### config.mk
export PLATFORM = sky130hd
export DESIGN_NAME = frame_crc_engine
export DESIGN_NICKNAME = d
export VERILOG_FILES = /design/src/rtl/frame_crc_pkg.sv /design/src/rtl/frame_crc_fold.sv /design/src/rtl/frame_crc_lane.sv /design/src/rtl/frame_crc_seq.sv /design/src/rtl/frame_crc_engine.sv
export SDC_FILE = /design/constraint.sdc
export NUM_CORES = 1
export LEC_CHECK = 0
export ABC_AREA = 1
export BUFFER_PORTS_ARGS = -buffer_cell sky130_fd_sc_hd__buf_2
export CAP_MARGIN = 30
export CORE_MARGIN = 5
export CORE_UTILIZATION = 30
export DETAILED_ROUTE_END_ITERATION = 10
export MAX_ROUTING_LAYER = met4
export PLACE_DENSITY_LB_ADDON = 0.15
export SLEW_MARGIN = 40
export SYNTH_ARGS = -nofsm -noshare
export SYNTH_HDL_FRONTEND = slang
export SYNTH_SLANG_ARGS = --single-unit
### constraint.sdc
create_clock -name clk -period 7.55 [get_ports clk]
set_clock_uncertainty 0.1 [all_clocks]
set_input_delay 1.1325 -clock clk [delete_from_list [all_inputs] [get_ports clk]]
set_output_delay 1.1325 -clock clk [all_outputs]
set_load 0.05 [all_outputs]
### src/rtl/frame_crc_pkg.sv
package frame_crc_pkg;
    typedef enum logic [1:0] {
        ST_OFF   = 2'd0,
        ST_IDLE  = 2'd1,
        ST_ARMED = 2'd2,
        ST_SEND  = 2'd3
    } crc_state_e;

    localparam int LANE_TX = 0;
    localparam int LANE_RX = 1;
    localparam int LANE_N  = 2;
endpackage

### src/rtl/frame_crc_fold.sv
module frame_crc_fold #(
    parameter int WORD_W   = 16,
    parameter int NARROW_W = 8
) (
    input  logic [WORD_W-1:0] acc_i,
    input  logic [WORD_W-1:0] data_i,
    input  logic [WORD_W-1:0] poly_i,
    input  logic              wide_i,
    output logic [WORD_W-1:0] acc_o
);
    localparam int PAD_W = WORD_W - NARROW_W;

    logic [WORD_W-1:0]   wide_r;
    logic [NARROW_W-1:0] narrow_r;

    always_comb begin
        logic fb;
        wide_r = acc_i;
        for (int i = WORD_W - 1; i >= 0; i--) begin
            fb     = wide_r[WORD_W-1] ^ data_i[i];
            wide_r = {wide_r[WORD_W-2:0], 1'b0} ^ (fb ? poly_i : '0);
        end
    end

    always_comb begin
        logic fb;
        narrow_r = acc_i[NARROW_W-1:0];
        for (int i = NARROW_W - 1; i >= 0; i--) begin
            fb       = narrow_r[NARROW_W-1] ^ data_i[i];
            narrow_r = {narrow_r[NARROW_W-2:0], 1'b0} ^ (fb ? poly_i[NARROW_W-1:0] : '0);
        end
    end

    assign acc_o = wide_i ? wide_r : {{PAD_W{1'b0}}, narrow_r};
endmodule

### src/rtl/frame_crc_lane.sv
module frame_crc_lane #(
    parameter int WORD_W   = 16,
    parameter int NARROW_W = 8
) (
    input  logic              clk,
    input  logic              rst_n,
    input  logic              clr_i,
    input  logic              upd_i,
    input  logic              wide_i,
    input  logic [WORD_W-1:0] poly_i,
    input  logic [WORD_W-1:0] word_i,
    output logic [WORD_W-1:0] acc_o
);
    logic [WORD_W-1:0] acc_q;
    logic [WORD_W-1:0] acc_nxt;

    frame_crc_fold #(.WORD_W(WORD_W), .NARROW_W(NARROW_W)) u_fold (
        .acc_i  (acc_q),
        .data_i (word_i),
        .poly_i (poly_i),
        .wide_i (wide_i),
        .acc_o  (acc_nxt)
    );

    always_ff @(posedge clk) begin
        if (!rst_n)      acc_q <= '0;
        else if (clr_i)  acc_q <= '0;
        else if (upd_i)  acc_q <= acc_nxt;
    end

    assign acc_o = acc_q;

    AST_LANE_CLEAR: assert property (@(posedge clk) disable iff (!rst_n)
        clr_i |=> (acc_q == '0));
    AST_LANE_HOLD: assert property (@(posedge clk) disable iff (!rst_n)
        (!clr_i && !upd_i) |=> $stable(acc_q));
endmodule

### src/rtl/frame_crc_seq.sv
module frame_crc_seq
    import frame_crc_pkg::*;
(
    input  logic clk,
    input  logic rst_n,
    input  logic crc_on_i,
    input  logic frame_done_i,
    input  logic next_req_i,
    output logic running_o,
    output logic acc_upd_o,
    output logic chk_now_o,
    output logic next_pend_o,
    output logic crc_slot_o
);
    crc_state_e state_q, state_d;

    always_ff @(posedge clk) begin
        if (!rst_n) state_q <= ST_OFF;
        else        state_q <= state_d;
    end

    always_comb begin
        state_d = state_q;
        if (!crc_on_i) begin
            state_d = ST_OFF;
        end else begin
            unique case (state_q)
                ST_OFF:   state_d = ST_IDLE;
                ST_IDLE:  if (next_req_i)   state_d = ST_ARMED;
                ST_ARMED: if (frame_done_i) state_d = ST_SEND;
                ST_SEND:  if (frame_done_i) state_d = ST_IDLE;
                default:  state_d = ST_OFF;
            endcase
        end
    end

    always_comb begin
        running_o   = 1'b1;
        acc_upd_o   = 1'b0;
        chk_now_o   = 1'b0;
        next_pend_o = 1'b0;
        crc_slot_o  = 1'b0;
        unique case (state_q)
            ST_OFF:   running_o = 1'b0;
            ST_IDLE:  acc_upd_o = frame_done_i && crc_on_i;
            ST_ARMED: begin
                acc_upd_o   = frame_done_i && crc_on_i;
                next_pend_o = 1'b1;
            end
            ST_SEND: begin
                chk_now_o   = frame_done_i && crc_on_i;
                next_pend_o = 1'b1;
                crc_slot_o  = 1'b1;
            end
            default:  running_o = 1'b0;
        endcase
    end

    AST_SLOT_AFTER_ARMED: assert property (@(posedge clk) disable iff (!rst_n)
        $rose(crc_slot_o) |-> $past(next_pend_o && frame_done_i));
    AST_SLOT_SELF_CLEAR: assert property (@(posedge clk) disable iff (!rst_n)
        (crc_slot_o && frame_done_i) |=> !crc_slot_o);
    AST_OFF_NO_PEND: assert property (@(posedge clk) disable iff (!rst_n)
        !running_o |-> !next_pend_o);
endmodule

### src/rtl/frame_crc_engine.sv
module frame_crc_engine
    import frame_crc_pkg::*;
#(
    parameter int WORD_W     = 16,
    parameter int NARROW_W   = 8,
    parameter int STAT_W     = 8,
    parameter int ERR_BIT    = 4,
    parameter int POLY_RESET = 7
) (
    input  logic              clk,
    input  logic              rst_n,
    input  logic              crc_on,
    input  logic              wide_mode,
    input  logic              poly_wr,
    input  logic [WORD_W-1:0] poly_wdata,
    output logic [WORD_W-1:0] poly_q,
    input  logic              next_req,
    input  logic              stat_wr,
    input  logic [STAT_W-1:0] stat_wdata,
    input  logic              frame_done,
    input  logic [WORD_W-1:0] tx_word,
    input  logic [WORD_W-1:0] rx_word,
    output logic              crc_slot,
    output logic              next_pend,
    output logic [WORD_W-1:0] tx_crc,
    output logic [WORD_W-1:0] rx_crc,
    output logic              crc_err
);
    localparam logic [WORD_W-1:0] POLY_INIT = WORD_W'(POLY_RESET);

    logic              running, acc_upd, chk_now, toggle;
    logic              mismatch, err_set, err_clr, err_q;
    logic [WORD_W-1:0] poly_r;
    logic [WORD_W-1:0] lane_word [LANE_N];
    logic [WORD_W-1:0] lane_acc  [LANE_N];

    frame_crc_seq u_seq (
        .clk          (clk),
        .rst_n        (rst_n),
        .crc_on_i     (crc_on),
        .frame_done_i (frame_done),
        .next_req_i   (next_req),
        .running_o    (running),
        .acc_upd_o    (acc_upd),
        .chk_now_o    (chk_now),
        .next_pend_o  (next_pend),
        .crc_slot_o   (crc_slot)
    );

    assign toggle = crc_on ^ running;

    always_ff @(posedge clk) begin
        if (!rst_n)       poly_r <= POLY_INIT;
        else if (poly_wr) poly_r <= poly_wdata;
    end

    assign lane_word[LANE_TX] = tx_word;
    assign lane_word[LANE_RX] = rx_word;

    for (genvar g = 0; g < LANE_N; g++) begin : g_lane
        frame_crc_lane #(.WORD_W(WORD_W), .NARROW_W(NARROW_W)) u_lane (
            .clk    (clk),
            .rst_n  (rst_n),
            .clr_i  (toggle),
            .upd_i  (acc_upd),
            .wide_i (wide_mode),
            .poly_i (poly_r),
            .word_i (lane_word[g]),
            .acc_o  (lane_acc[g])
        );
    end

    assign tx_crc = lane_acc[LANE_TX];
    assign rx_crc = lane_acc[LANE_RX];

    always_comb begin
        if (wide_mode) mismatch = (rx_word != lane_acc[LANE_RX]);
        else           mismatch = (rx_word[NARROW_W-1:0] != lane_acc[LANE_RX][NARROW_W-1:0]);
    end

    assign err_set = chk_now && mismatch;
    assign err_clr = stat_wr && !stat_wdata[ERR_BIT];

    always_ff @(posedge clk) begin
        if (!rst_n)       err_q <= 1'b0;
        else if (err_set) err_q <= 1'b1;
        else if (err_clr) err_q <= 1'b0;
    end

    assign crc_err = err_q;
    assign poly_q  = poly_r;

    AST_POLY_LOAD: assert property (@(posedge clk) disable iff (!rst_n)
        poly_wr |=> (poly_q == $past(poly_wdata)));
    AST_ERR_STICKY: assert property (@(posedge clk) disable iff (!rst_n)
        (crc_err && !err_clr) |=> crc_err);
    AST_ERR_QUIET_MATCH: assert property (@(posedge clk) disable iff (!rst_n)
        (crc_slot && frame_done && crc_on && !mismatch && !crc_err) |=> !crc_err);
    AST_SLOT_FREEZE: assert property (@(posedge clk) disable iff (!rst_n)
        (crc_slot && frame_done && !toggle) |=> ($stable(tx_crc) && $stable(rx_crc)));
endmodule

==> results.md <==
Status:
- The run finished with clean final reports.

Setup path:
- The gate family responsible for the most delay along the worst path is simple AND/OR/NAND/NOR gates.
- The kind of critical path is primary input to flop.
- For the worst setup path, the data required time is 7670 ps.
- STA puts the critical path data arrival time at a little under 7000 ps.
- The sum of buffers and inverters on the critical path is 8.
- Of all nets on the critical path, the largest fanout is 10.
- Among the stages of the critical path, the cell type that occurs most often is nand2_2.
- The worst setup path is captured at a flop.
- The stage delay of the slowest cell on the critical path is 230 ps.
- STA classifies the critical path startpoint as a primary input.
- For this design, the slowest cell found on the critical path is inv_1.

Timing:
- The final critical path time including I/O delays and setup is 6840 ps.
- Headroom to the max-slew limit came out at between 40% and 50%.
- Static timing analysis puts the maximum clock frequency at 0.146 GHz.
- The final number of hold-violating endpoints is 0.
- The share of the cycle needed by the critical path after routing is 90.6%.
- Setup violations remaining at the end of the flow were counted as 0.
- The final total negative setup slack is 0 ps.
- The pin slew with the least headroom to its limit is 808 ps.
- Setup repair after global routing left no endpoint under its margin.
- The number of max-slew violations in the final report is 0.
- After layout, the worst setup slack is between 700 and 800 ps.

Synth:
- Of the synthesized area, sequential elements account for 7.67%.
- After synthesis, the netlist uses 34 different library cells.
- Yosys attributes the largest share of cell area to nand2_1, xnor2_1, xor2_1.
- Summing every instance area after synthesis gives 0.0133 mm².
- The largest total area in the synthesized netlist belongs to nand2_1.
- The mean cell area of the mapped netlist is 5.51 µm².
- In the synthesized netlist, the cells that appear most often are nand2_1, nor2_1, xnor2_1.
- In this run, synthesis produced a sequential element count of 51.
- In this run, synthesis inferred 0 flip-flops with an integrated enable.
- Synthesis produced a netlist whose cell count is between 2000 and 2500.
- The fraction of registers with async set/reset is 0%.
- By instance count, the leading cell after synthesis is nand2_1.
- The number of nets handed over by synthesis was 2485.
- The top cell type's share of synthesized area is approximately 16%.
- The number of warnings issued by yosys is 0.
- For this run, the leading register cell type out of synthesis is dfxtp_1.

Routing:
- The number of antenna-violating nets in the routed design is 0.
- The highest signal layer in the routed design is met4.
- The detailed-routed wire length on met3 is 3030 µm.
- Across all layers, the routed design uses roughly 15000 vias.
- The detailed-route wire length on metal 1 is 25400 µm.
- The first routing iteration left 995 violations.
- The routed wire length per instance is 17.7 µm.
- For this run, design rule violations remaining after detail routing come to 0.
- The via count normalized by instance count is 4.79.
- The met2 layer wire length in the routed design is 24500 µm.
- Wires add up to ~54000 µm.
- The number of search-and-repair iterations in the first detailed-routing pass is 5.

Run:
- The count of maximum capacitance violations is 0.

GRT:
- The via count of the first global-routing pass is 13800.
- Entering global routing, the biggest net connects 41 pins.
- Global routing used 22.7% of the available tracks across all layers.
- The first global-routing pass estimated 83000 µm of wire.
- The number of antenna violations at the first check in global routing is 0.
- Global routing finished with a remaining overflow of 0.

Floorplanning:
- The width of the die is around 220 µm.
- Row generation in the floorplan step produced 77 rows.
- The count of boundary I/O pins is 115.
- The die is roughly 220 µm tall.
- The region available for standard cell placement spans 0.0440 mm².
- The floorplan die area is 0.0487 mm².
- For this configuration, the core starts out at a cell density of 30.2%.

Pwr:
- The part of the total power dissipated in sequential elements is 5.8%.
- Net switching is between 50% and 60% of the power.
- The internal portion of the total power is about 0.0022 W.
- Per report_power, the clock group accounts for between 4 and 5% of the total.
- Combinational logic is responsible for 89.4% of the overall power.
- The power density over the cells is 362 mW/mm².
- The analysis attributes to cell leakage a power of between 7 and 8 nW.
- The maximum vdd drop is 0.160 mV.
- The net load switching power is 0.00309 W.

CTS:
- In this run the deepest clock path goes through 2 buffers.
- The number of CTS-inserted buffers is 5.
- CTS built an H-tree with a depth of 2.
- For this design, the sink count on the clock tree is 51.
- The root buffer cell is clkbuf_16.
- After clock tree synthesis, the clock-pin slew on the worst setup and hold paths is 70 ps.
- The clock latency on the worst-skew pair is about 320 ps.
- Buffers added to address setup during post-CTS repair amount to 0.
- The CTS tree is built.

Layout:
- In the final layout, the share of cells above drive strength 1 is 12.4%.
- After filler insertion, the fill cell instance count of the layout stands at about 5000.
- The post-route cell area is 0.0147 mm².
- At the end of the flow, the number of nets in the layout was 2549.
- The area growth from synthesis to layout is 10.5%.
- The number of antenna repair diodes is 0.

Placed design:
- Routability-driven placement finished with a final weighted congestion of 0.922.
- Port buffering added 107 buffers.
- The placed instance area is 0.0145 mm².
- The detailed-placement wirelength estimate is 41000 µm.
- The setup slack after placement is approximately 430 ps.

Worst hold path:
- The min-delay analysis places its worst path in the category flop to flop.
-- repair_timing --
action	in CTS	in global routing
setup endpoints to repair	0	1
hold buffers	0	0
resized for setup	0	1
-- layout by cell type, fill, tap and decap left out, types with 2 or more instances in the layout --
cell / instances
clkinv_1: 6
o21ai_1: 13
nor4_2: 2
a21oi_1: 54
nor2_1: 464
xor2_1: 212
nor2_2: 14
nand2b_1: 2
nor2_4: 11
o21bai_1: 2
o21ai_0: 84
inv_1: 234
nand2_4: 2
nand3_1: 198
nand3_2: 15
ha_1: 4
dfxtp_1: 50
a211oi_1: 3
buf_2: 107
nand4_1: 19
clkbuf_16: 5
nand2_1: 583
inv_2: 18
nand2_2: 46
nand3_4: 2
nor2_8: 3
buf_4: 67
o21ai_2: 2
or2_2: 9
nand3b_1: 4
xnor2_1: 241
-- flip-flops by register name, indices dropped and copies added, names as in the netlist --
signal               cells
crc_err                  1
g_lane.u_lane.acc_o     32
poly_q                  16
u_seq.state_q            2
-- path summary, 6_finish.rpt --
kind,startpoint,end,slack [ps],cells past startpoint
setup / recovery,rx_word[15],g_lane[1].u_lane.acc_o[15],710,44
hold / removal,crc_err,crc_err,380,2
setup reg to reg,poly_q[15],g_lane[0].u_lane.acc_o[3],1090,42
hold reg to reg,crc_err,crc_err,380,2
-- power groups by stage --
| stage | Sequential (W) | Combinational (W) | Clock, W |
|---|---|---|---|
| floorplan | 0.000336 | 0.00371 | 0 |
| global placement | 0.000313 | 0.00467 | 0 |
| detailed placement | 0.000313 | 0.00470 | 0 |
| CTS | 0.000307 | 0.00475 | 0.000259 |
| global route | 0.000309 | 0.00526 | 0.000269 |
| finish | 0.000308 | 0.00476 | 0.000254 |
-- tightest hold or removal path, stage by stage (launching register included) --
cell     delay, ps
dfxtp_1        310
o21ai_0         60
a21oi_1         60
-- kinds of logic (layout without fill, tap and decap cells) --
group,after synthesis,count (layout),share of synthesized area (%)
fa+ha+maj,4,4,0.376
compound gates,158,158,6.09
flops,51,51,7.67
buf+inv,375,440,11.5
xor+xnor,454,454,29.9
simple gates,1375,1375,44.5
-- final cells by class --
type | instances | area [µm²] | area share (%)
clock buffer | 6 | 139 | 0.944
clock inverter | 2 | 16.3 | 0.111
inverter | 258 | 968 | 6.59
multi-input combinational | 1991 | 10800 | 73.3
sequential | 51 | 1020 | 6.95
tap | 592 | 741 | 5.04
timing repair buffer | 174 | 1040 | 7.06
-- metrics by stage --
stage / power (W) / hold slack (ps) / util, % / cells
2_1_floorplan: 0.00405 / 370 / - / 2417
3_3_place_gp: 0.00498 / 373 / 33.0 / 3066
3_5_place_dp: 0.00502 / 374 / 33.0 / 3066
4_1_cts: 0.00532 / 384 / 33.4 / 3074
5_1_grt: 0.00584 / 413 / 33.4 / 3074
6_report: 0.00532 / 384 / 33.4 / 3074
-- metal layers --
metal	up-vias	GRT usage, %
met4	0	5.93
met2	391	36.3
met1	6784	30.7
met5	-	-
li1	7465	-
met3	85	2.52
(Power assumes the default switching activity.)
